<file path="src/rtl/csdec_pkg.sv">
package csdec_pkg;
  localparam int NUM_CS = 4;
  localparam int IDX_W  = $clog2(NUM_CS);
  localparam int REG_W  = 4;

  // register index map
  localparam logic [REG_W-1:0] RIDX_START0 = 4'd0;
  localparam logic [REG_W-1:0] RIDX_END0   = 4'd4;
  localparam logic [REG_W-1:0] RIDX_MASK   = 4'd8;
  localparam logic [REG_W-1:0] RIDX_MODE   = 4'd9;

  typedef enum logic {
    MISS_BUSERR = 1'b0,
    MISS_VALID  = 1'b1
  } miss_mode_e;
endpackage

</file>
<file path="src/rtl/csdec_regs.sv">
module csdec_regs
  import csdec_pkg::*;
#(
  parameter int ADDR_W = 40,
  parameter int FW     = 16
) (
  input  logic                         clk,
  input  logic                         rst_n,
  input  logic                         we,
  input  logic [REG_W-1:0]             waddr,
  input  logic [ADDR_W-1:0]            wdata,
  output logic [NUM_CS-1:0][FW-1:0]    lo_bound,
  output logic [NUM_CS-1:0][FW-1:0]    hi_bound,
  output logic [ADDR_W-1:0]            ilv_mask,
  output miss_mode_e                   miss_mode
);
  for (genvar g = 0; g < NUM_CS; g++) begin : g_bounds
    always_ff @(posedge clk) begin
      if (!rst_n) begin
        lo_bound[g] <= '0;
        hi_bound[g] <= '0;
      end else if (we) begin
        if (waddr == RIDX_START0 + REG_W'(g)) lo_bound[g] <= wdata[FW-1:0];
        if (waddr == RIDX_END0 + REG_W'(g))   hi_bound[g] <= wdata[FW-1:0];
      end
    end
  end

  always_ff @(posedge clk) begin
    if (!rst_n) begin
      ilv_mask  <= '0;
      miss_mode <= MISS_BUSERR;
    end else if (we) begin
      if (waddr == RIDX_MASK) ilv_mask <= wdata;
      if (waddr == RIDX_MODE) miss_mode <= miss_mode_e'(wdata[0]);
    end
  end
endmodule

</file>
<file path="src/rtl/csdec_range_cmp.sv">
module csdec_range_cmp
  import csdec_pkg::*;
#(
  parameter int FW = 16
) (
  input  logic [FW-1:0]              field,
  input  logic [NUM_CS-1:0][FW-1:0]  lo_bound,
  input  logic [NUM_CS-1:0][FW-1:0]  hi_bound,
  output logic [NUM_CS-1:0]          hit
);
  // inclusive lower, exclusive upper; start==end==0 can never hit
  for (genvar g = 0; g < NUM_CS; g++) begin : g_cmp
    assign hit[g] = (field >= lo_bound[g]) && (field < hi_bound[g]);
  end
endmodule

</file>
<file path="src/rtl/csdec_select.sv">
module csdec_select
  import csdec_pkg::*;
#(
  parameter int ADDR_W = 40
) (
  input  logic [NUM_CS-1:0]  hit,
  input  logic [ADDR_W-1:0]  addr,
  input  logic [ADDR_W-1:0]  ilv_mask,
  output logic [NUM_CS-1:0]  cs_onehot
);
  localparam int LO_W = $clog2(ADDR_W);

  logic [LO_W-1:0]   lo;
  logic [ADDR_W-1:0] shifted;
  logic              one_bit, two_bit, b0, b1;
  logic [IDX_W-1:0]  first, pick;
  logic              nxt_hit;

  // position of the lowest set mask bit
  always_comb begin
    lo = '0;
    for (int k = ADDR_W - 1; k >= 0; k--) begin
      if (ilv_mask[k]) lo = LO_W'(k);
    end
  end

  assign one_bit = (ilv_mask != '0) && (ilv_mask == (ADDR_W'(1) << lo));
  assign two_bit = (lo != LO_W'(ADDR_W - 1)) && (ilv_mask == (ADDR_W'(3) << lo));
  assign shifted = addr >> lo;
  assign b0      = shifted[0];
  assign b1      = shifted[1];

  // lowest-numbered matching region
  always_comb begin
    first = '0;
    for (int k = NUM_CS - 1; k >= 0; k--) begin
      if (hit[k]) first = IDX_W'(k);
    end
  end

  assign nxt_hit = (first != IDX_W'(NUM_CS - 1)) && hit[first + IDX_W'(1)];

  always_comb begin
    pick = first;
    if (two_bit && (&hit))        pick = {b1, b0};
    else if (one_bit && nxt_hit)  pick = first + IDX_W'(b0);
  end

  assign cs_onehot = (|hit) ? (NUM_CS'(1) << pick) : '0;
endmodule

</file>
<file path="src/rtl/csel_decoder.sv">
module csel_decoder
  import csdec_pkg::*;
#(
  parameter int ADDR_W   = 40,
  parameter int FIELD_LO = 24
) (
  input  logic                clk,
  input  logic                rst_n,
  input  logic                req_valid,
  input  logic                req_write,
  input  logic [ADDR_W-1:0]   req_addr,
  input  logic                cfg_we,
  input  logic [REG_W-1:0]    cfg_addr,
  input  logic [ADDR_W-1:0]   cfg_wdata,
  output logic                rsp_valid,
  output logic [NUM_CS-1:0]   rsp_cs,
  output logic                rsp_miss,
  output logic                rsp_berr
);
  localparam int FW = ADDR_W - FIELD_LO;

  logic [NUM_CS-1:0][FW-1:0] lo_bound, hi_bound;
  logic [ADDR_W-1:0]         ilv_mask;
  miss_mode_e                miss_mode;
  logic [NUM_CS-1:0]         hit, cs_next;
  logic                      miss_next;

  csdec_regs #(.ADDR_W(ADDR_W), .FW(FW)) u_regs (
    .clk(clk), .rst_n(rst_n), .we(cfg_we), .waddr(cfg_addr), .wdata(cfg_wdata),
    .lo_bound(lo_bound), .hi_bound(hi_bound), .ilv_mask(ilv_mask), .miss_mode(miss_mode)
  );

  csdec_range_cmp #(.FW(FW)) u_cmp (
    .field(req_addr[ADDR_W-1:FIELD_LO]), .lo_bound(lo_bound), .hi_bound(hi_bound), .hit(hit)
  );

  csdec_select #(.ADDR_W(ADDR_W)) u_sel (
    .hit(hit), .addr(req_addr), .ilv_mask(ilv_mask), .cs_onehot(cs_next)
  );

  assign miss_next = (cs_next == '0);

  always_ff @(posedge clk) begin
    if (!rst_n) begin
      rsp_valid <= 1'b0;
      rsp_cs    <= '0;
      rsp_miss  <= 1'b0;
      rsp_berr  <= 1'b0;
    end else begin
      rsp_valid <= req_valid;
      rsp_cs    <= req_valid ? cs_next : '0;
      rsp_miss  <= req_valid && miss_next;
      rsp_berr  <= req_valid && miss_next && !req_write && (miss_mode == MISS_BUSERR);
    end
  end
endmodule

</file>
<file path="config.mk">
export PLATFORM = sky130hd
export DESIGN_NAME = csel_decoder
export DESIGN_NICKNAME = d
export VERILOG_FILES = /design/src/rtl/csdec_pkg.sv /design/src/rtl/csdec_regs.sv /design/src/rtl/csdec_range_cmp.sv /design/src/rtl/csdec_select.sv /design/src/rtl/csel_decoder.sv
export SDC_FILE = /design/constraint.sdc
export NUM_CORES = 1
export LEC_CHECK = 0
export ABC_CLOCK_PERIOD_IN_PS = 13900
export CAP_MARGIN = 10
export CORE_ASPECT_RATIO = 1.75
export CORE_MARGIN = 2
export CORE_UTILIZATION = 26
export CTS_BUF_LIST = sky130_fd_sc_hd__clkbuf_4
export DETAILED_ROUTE_END_ITERATION = 10
export SLEW_MARGIN = 10
export SYNTH_ARGS = -nofsm -noshare
export SYNTH_HDL_FRONTEND = slang
export SYNTH_SLANG_ARGS = --single-unit
</file>
<file path="constraint.sdc">
create_clock -name clk -period 13.9 [get_ports clk]
set_input_delay 4.17 -clock clk [delete_from_list [all_inputs] [get_ports clk]]
set_output_delay 4.17 -clock clk [all_outputs]
set_load 0.02 [all_outputs]
</file>
After elaboration in Yosys (flattened, before gate mapping)
Index checks and enable logic that the tools add are counted.
Widths: inputs -> output; s select.
{"block": "totals", "ff_bits": 176, "output_inout_bits": 7}
{"block": "classes", "n_addsub": 2, "order_cmp": 9, "eq_ne": 13, "shifts": 4, "muxes": 49, "bitwise": 1, "n_reduce_logical": 29}
{"op": "$mux 6", "n": 40}
{"op": "$eq 40x40->1", "n": 2}
{"op": "$ge 16x16->1", "n": 4}
{"op": "$lt 16x16->1", "n": 4}
{"op": "$reduce_bool 40->1", "n": 1}
{"op": "$shl 1x6->40 const A", "n": 1}
{"op": "$shl 2x6->40 const A", "n": 1}
{"op": "$shr 40x6->2", "n": 1}
{"op": "$reduce_and 2->1", "n": 11}
{"op": "$eq 4x3->1 const B", "n": 4}
{"op": "$logic_and 1x1->1", "n": 12}
{"op": "$mux 2", "n": 6}
{"op": "$eq 4x2->1 const B", "n": 2}
{"op": "$eq 4x4->1 const B", "n": 2}
{"op": "$logic_not 4->1", "n": 2}
{"op": "$ne 6x6->1 const B", "n": 1}
{"op": "$eq 4x1->1 const B", "n": 1}
{"op": "$mux 4", "n": 1}
{"op": "$reduce_and 4->1", "n": 1}
{"op": "$reduce_or 4->1", "n": 1}
{"op": "$shl 1x2->4 const A", "n": 1}
{"op": "$lt 2x3->1 const B", "n": 1}
{"op": "$add 2x1->2", "n": 1}
{"op": "$add 2x1->2 const B", "n": 1}
{"op": "5 further kinds", "n": 5}

Longest topological paths before layout
{"block": "depth", "word_depth": 52, "ltp_mapped": 21, "ltp_nobuf": 21}

By module
A second synthesis with hierarchy kept.
{"block": "hier_totals", "hier_cells": 1603, "area_unflattened_um2": 12943.7}
{"module": "csdec_regs", "instances": 1, "cells_per_inst": 603, "area_each_um2": 6197.2}
{"module": "csdec_select", "instances": 1, "cells_per_inst": 569, "area_each_um2": 3473.3}
{"module": "csdec_range_cmp", "instances": 1, "cells_per_inst": 415, "area_each_um2": 3071.7}
{"module": "csel_decoder", "instances": 1, "cells_per_inst": 16, "area_each_um2": 201.4}

Worst setup path before layout
Ideal clock, no wire load.
{"block": "synth_timing", "path_kind": "input to register", "from": "in req_addr[29]", "to": "reg rsp_cs[3]", "arrival_ns": 7.588, "required_time_ns": 13.785, "slack_ns": 6.197, "stages": 17, "path_cell_list": "ha_1 a2111o_1 a31oi_1 a21oi_1 a211oi_1 a221oi_1 ha_1 a21oi_1 nand4_1 a2111oi_2 nand4_1 nand4b_4 a2111oi_4 nand2_1 a221oi_1 nor3b_1 and2_1"}
{"block": "synth_via", "elab_chain_cells": 15}
{"item": "start: declaration", "line_no": "csel_decoder.sv:11", "text": "input logic [ADDR_W-1:0] req_addr,"}
{"item": "$ge 16x16->1 / $lt 16x16->1 (equally long branches)", "line_no": "csdec_range_cmp.sv:13", "text": "assign hit[g] = (field >= lo_bound[g]) && (field < hi_bound[g]);"}
{"item": "$logic_and 1x1->1", "line_no": "csdec_range_cmp.sv:13"}
{"item": "$mux 2 (4 in a row)", "line_no": "csdec_select.sv:37", "text": "if (hit[k]) first = IDX_W'(k);"}
{"item": "$add 2x1->2", "line_no": "csdec_select.sv:41", "text": "assign nxt_hit = (first != IDX_W'(NUM_CS - 1)) && hit[first + IDX_W'(1)];"}
{"item": "$bmux 1 s2", "line_no": "csdec_select.sv:41"}
{"item": "$mux 1 (implied by the code)", "line_no": "csdec_select.sv:41"}
{"item": "$logic_and 1x1->1", "line_no": "csdec_select.sv:41"}
{"item": "$logic_and 1x1->1", "line_no": "csdec_select.sv:46", "text": "else if (one_bit && nxt_hit) pick = first + IDX_W'(b0);"}
{"item": "$mux 2", "line_no": "csdec_select.sv:46"}
{"item": "$mux 2", "line_no": "csdec_select.sv:45", "text": "if (two_bit && (&hit)) pick = {b1, b0};"}
{"item": "$shl 1x2->4", "line_no": "csdec_select.sv:49", "text": "assign cs_onehot = (|hit) ? (NUM_CS'(1) << pick) : '0;"}
{"item": "$mux 4 (*)", "line_no": "csdec_select.sv:49"}
{"item": "end signal: assignment", "line_no": "csel_decoder.sv:51", "text": "rsp_cs <= req_valid ? cs_next : '0;"}
{"item": "end: declaration", "line_no": "csel_decoder.sv:16", "text": "output logic [NUM_CS-1:0] rsp_cs,"}
Mark *: on every way between the ends. The rest lies on a longest branch, timed or not. The select of a mux whose other input is x is not followed.
A chain may end at the register's enable or synchronous reset.

Worst setup path in the final report
{"block": "layout_timing", "from": "in req_addr[24]", "to": "reg rsp_cs[3]"}
Same word-level chain as after synthesis.

==> metrics.md <==
| Metric | Value |
|---|---|
| Via count | 13,800 |
| Flop2flop setup slack | 7550 ps |
| EDFF count, synth | 0 |
| Peak VDD IR | 0.0553 mV |
| Die Area | 53,200 um2 |
| Crit-path cells | clkdlybuf4s50_1 -> inv_1 -> ha_1 -> nor2b_1 -> o21ai_0 -> a21oi_1 -> o21ai_0 -> a211o_1 -> nand3_1 -> a221oi_1 -> ha_1 -> a21oi_1 -> nand4_1 -> a2111oi_2 -> nand4_1 -> nand4b_4 -> or3_1 -> o31a_1 -> a211oi_2 -> a21oi_1 -> and2_1 |
| Post-Layout Inst Area | 15,300 um2 |
| Netlist cell types | 81 |
| Critical Path RT | 14,510 ps |
| Async set or reset register ratio after synthesis | 0% |
| Worst Hold Class | register to register |
| Clock buffer depth | 2 |
| Lkg Pwr | 5.10 nW |
| Slew headroom | 28.2% |
| Vias in the first global route | 13,700 |
| H-tree Lvls | 4 |
| Status | completed |
| Cts bufs inserted | 17 |
| Crit path time final | 8840 ps |
| Share of layout cells above drive strength 1 | 6.33% |
| Yosys warning count | 0 |
| Clk sinks | 176 |
| GRT Util Overall | 23.4% |
| First-pass GRT wire length | 91,700 um |
| DRT Wirelength | 63,100 um |
| Mapped Cells | 1,798 |
| Setup CP Type | input pin to register |
| DR pass1 iterations | 8 |
| Fin crit share | 63.6% |
| Top cell by count, worst path | a21oi_1 |
| Die height | 304 um |
| Average cell area after synthesis | 7.43 um2 |
| Max cap viols | 0 |
| Port Buffers | 95 |
| Later-pin clock latency in the skew report | 710 ps |
| Starting Density | 26.4% |
| Net count after synthesis | 2,017 |
| RSZ-0062 raised after global routing | false |
| Fmax | 113 MHz |
| Fill cells | 5,407 |
| Worst hold slack | 478 ps |
| Multi-input logic area | 8810 um2 |
| Synth Register Bits | 176 |
| DPL Wire Length | 46,900 um |
| Final Wtd Congestion | 0.983 |
| Number of remaining DRC errors | 0 |
| Cell with the largest stage delay on the worst path | clkdlybuf4s50_1 |
| Worst-Margin Slew | 1070 ps |
| WL/cell | 25.2 um |
| Hold Buf Count CTS | 0 |
| Critical Path End Type | register |
| CTS tree | built |
| I/O pin total | 96 |
| Final net count | 2,039 |
| Number of setup violations in the final report | 0 |
| Dpl cell area | 15,000 um2 |
| Hold Violations, Final | 0 |
| Crit start category | input pin |
| Grt ovf | 0 |
| Register area share after synthesis | 26.4% |
| Fin Setup TNS | 0 ps |
| Number of cell rows | 109 |
| Pwr dens | 86.9 nW/um2 |
| Worst Clk Skew | 45.3 ps |
| Final ANT Viol Nets | 0 |
| Buffer count from post-CTS setup fixing | 0 |
| Die width | 175 um |
| Mapped cell area | 13,400 um2 |
| Reg area | 3520 um2 |
| Ys flop type | dfxtp_1 |
| Clock slew at reported path FFs | 200 ps |
| Worst stage delay on the critical path | 650 ps |
| Via density per instance | 5.50 |
| Core Area | 50,600 um2 |
| Largest net degree at the start of global routing | 97 |
| Worst Path Max Fanout | 7 |
| DR iter-0 viols | 1,154 |
| Post-cts resize count | 0 |
| Max-slew violations | 0 |
| Area growth, synth to finish | 14.8% |
| Critical path arrival | 9450 ps |
| Initial antenna violation count | 3 |
| Clock root buffer | clkbuf_4 |
==> final timing paths <==
path / startpoint / endpoint / cells after the start
max: req_addr[24] / rsp_cs[3]$_SDFF_PN0_ / 21
max reg2reg: u_regs.ilv_mask[39]$_SDFFE_PN0P_ / rsp_cs[3]$_SDFF_PN0_ / 18
min: u_regs.lo_bound[7]$_SDFFE_PN0P_ / u_regs.lo_bound[7]$_SDFFE_PN0P_ / 2
min reg2reg: u_regs.lo_bound[7]$_SDFFE_PN0P_ / u_regs.lo_bound[7]$_SDFFE_PN0P_ / 2
==> cell type report <==
class                      count  share of cell area (%)
inverter                     147                    3.60
antenna                        4                  0.0653
multi-input combinational   1344                    57.5
clock inverter                15                    1.48
clock buffer                  17                   0.833
timing repair buffer         134                    8.10
sequential                   176                    23.0
tap                          666                    5.44
==> registers in the layout, summed over array words and instances (netlist names) <==
register and count:
u_regs.miss_mode 1, rsp_miss 1, u_regs.lo_bound 64, rsp_cs 4
u_regs.ilv_mask 40, rsp_berr 1, rsp_valid 1, u_regs.hi_bound 64
==> metal layers <==
metal	GRT usage, %	wire length (um)	vias to the layer above	part of all wire [%]
li1	-	-	6398	-
met1	24.2	22500	6583	36
met2	42.1	32500	560	52
met3	3.04	2920	226	4.6
met4	18.3	5080	0	8.1
met5	0	0	-	0
==> where the power goes <==
| group | internal [W] | total, W | switching [W] |
|---|---|---|---|
| Sequential | 0.000513 | 0.000522 | 0.00000914 |
| Combinational | 0.000145 | 0.000449 | 0.000304 |
| Clock | 0.0000983 | 0.000361 | 0.000263 |
==> worst max-delay path, delay by kind of cell <==
kind                       cells  cell delay [ps]
adders and majority gates      2              590
buffers and inverters          2              870
AOI/OAI and AO/OA             10             2270
and+or+nand+nor                7             1520
==> synth_stat cells (all sizes together) (9+ instances only) <==
library cell	instances	area, um2
o21a	13	97.6
a21boi	157	1180
a21o	26	195
a2111oi	13	145
nand2	378	1420
dfxtp	176	3520
o2111ai	10	87.6
o31ai	12	90.1
buf	15	78.8
or4	16	128
nand4	32	200
nor4	38	299
a31oi	19	119
a211oi	27	213
nor3	30	155
o211ai	14	115
mux2i	20	200
nand2b	9	56.3
ha	130	1630
o21ai	66	338
nand3	30	168
clkbuf	116	435
o221ai	11	96.3
inv	147	552
nor2b	26	163
nor2	78	293
a21oi	61	309
o22ai	10	62.6
==> through the flow <==
step           utilization [%]  worst slack, ps  cells  total power, W
3_3_place_gp              29.6             4390   2467        0.000966
3_5_place_dp              29.6             4340   2467        0.000967
4_1_cts                   30.3             5070   2499         0.00133
5_1_grt                   30.3             4750   2503         0.00138
6_report                  30.3             5060   2503         0.00133
2_1_floorplan                -             6200   1798        0.000768
==> cells in the final DEF (no fill, tap or decap), drive strengths merged, types with 6 or more instances in the layout <==
cell,instances
a2111oi,13
a211oi,27
a21boi,157
a21o,26
a21oi,61
a311oi,6
a31oi,19
and2,7
and3,6
buf,40
clkbuf,17
clkdlybuf4s50,94
dfxtp,176
ha,130
inv,158
mux2,7
mux2i,20
nand2,378
nand2b,9
nand3,30
nand4,32
nor2,78
nor2b,26
nor3,30
nor3b,8
nor4,38
o2111ai,10
o211ai,14
o21a,13
o21ai,66
o221ai,11
o22ai,10
o31ai,12
or4,16
xnor2,6
==> logic make-up after synthesis <==
kind of cell | Yosys count | synth area share, %
mux | 27 | 2.09
compound gates | 497 | 26.7
xor+xnor | 10 | 0.656
simple gates | 680 | 24.0
buf+inv | 278 | 7.99
flops | 176 | 26.4
fa+ha+maj | 130 | 12.2
Power figures use the tool's default switching activity.
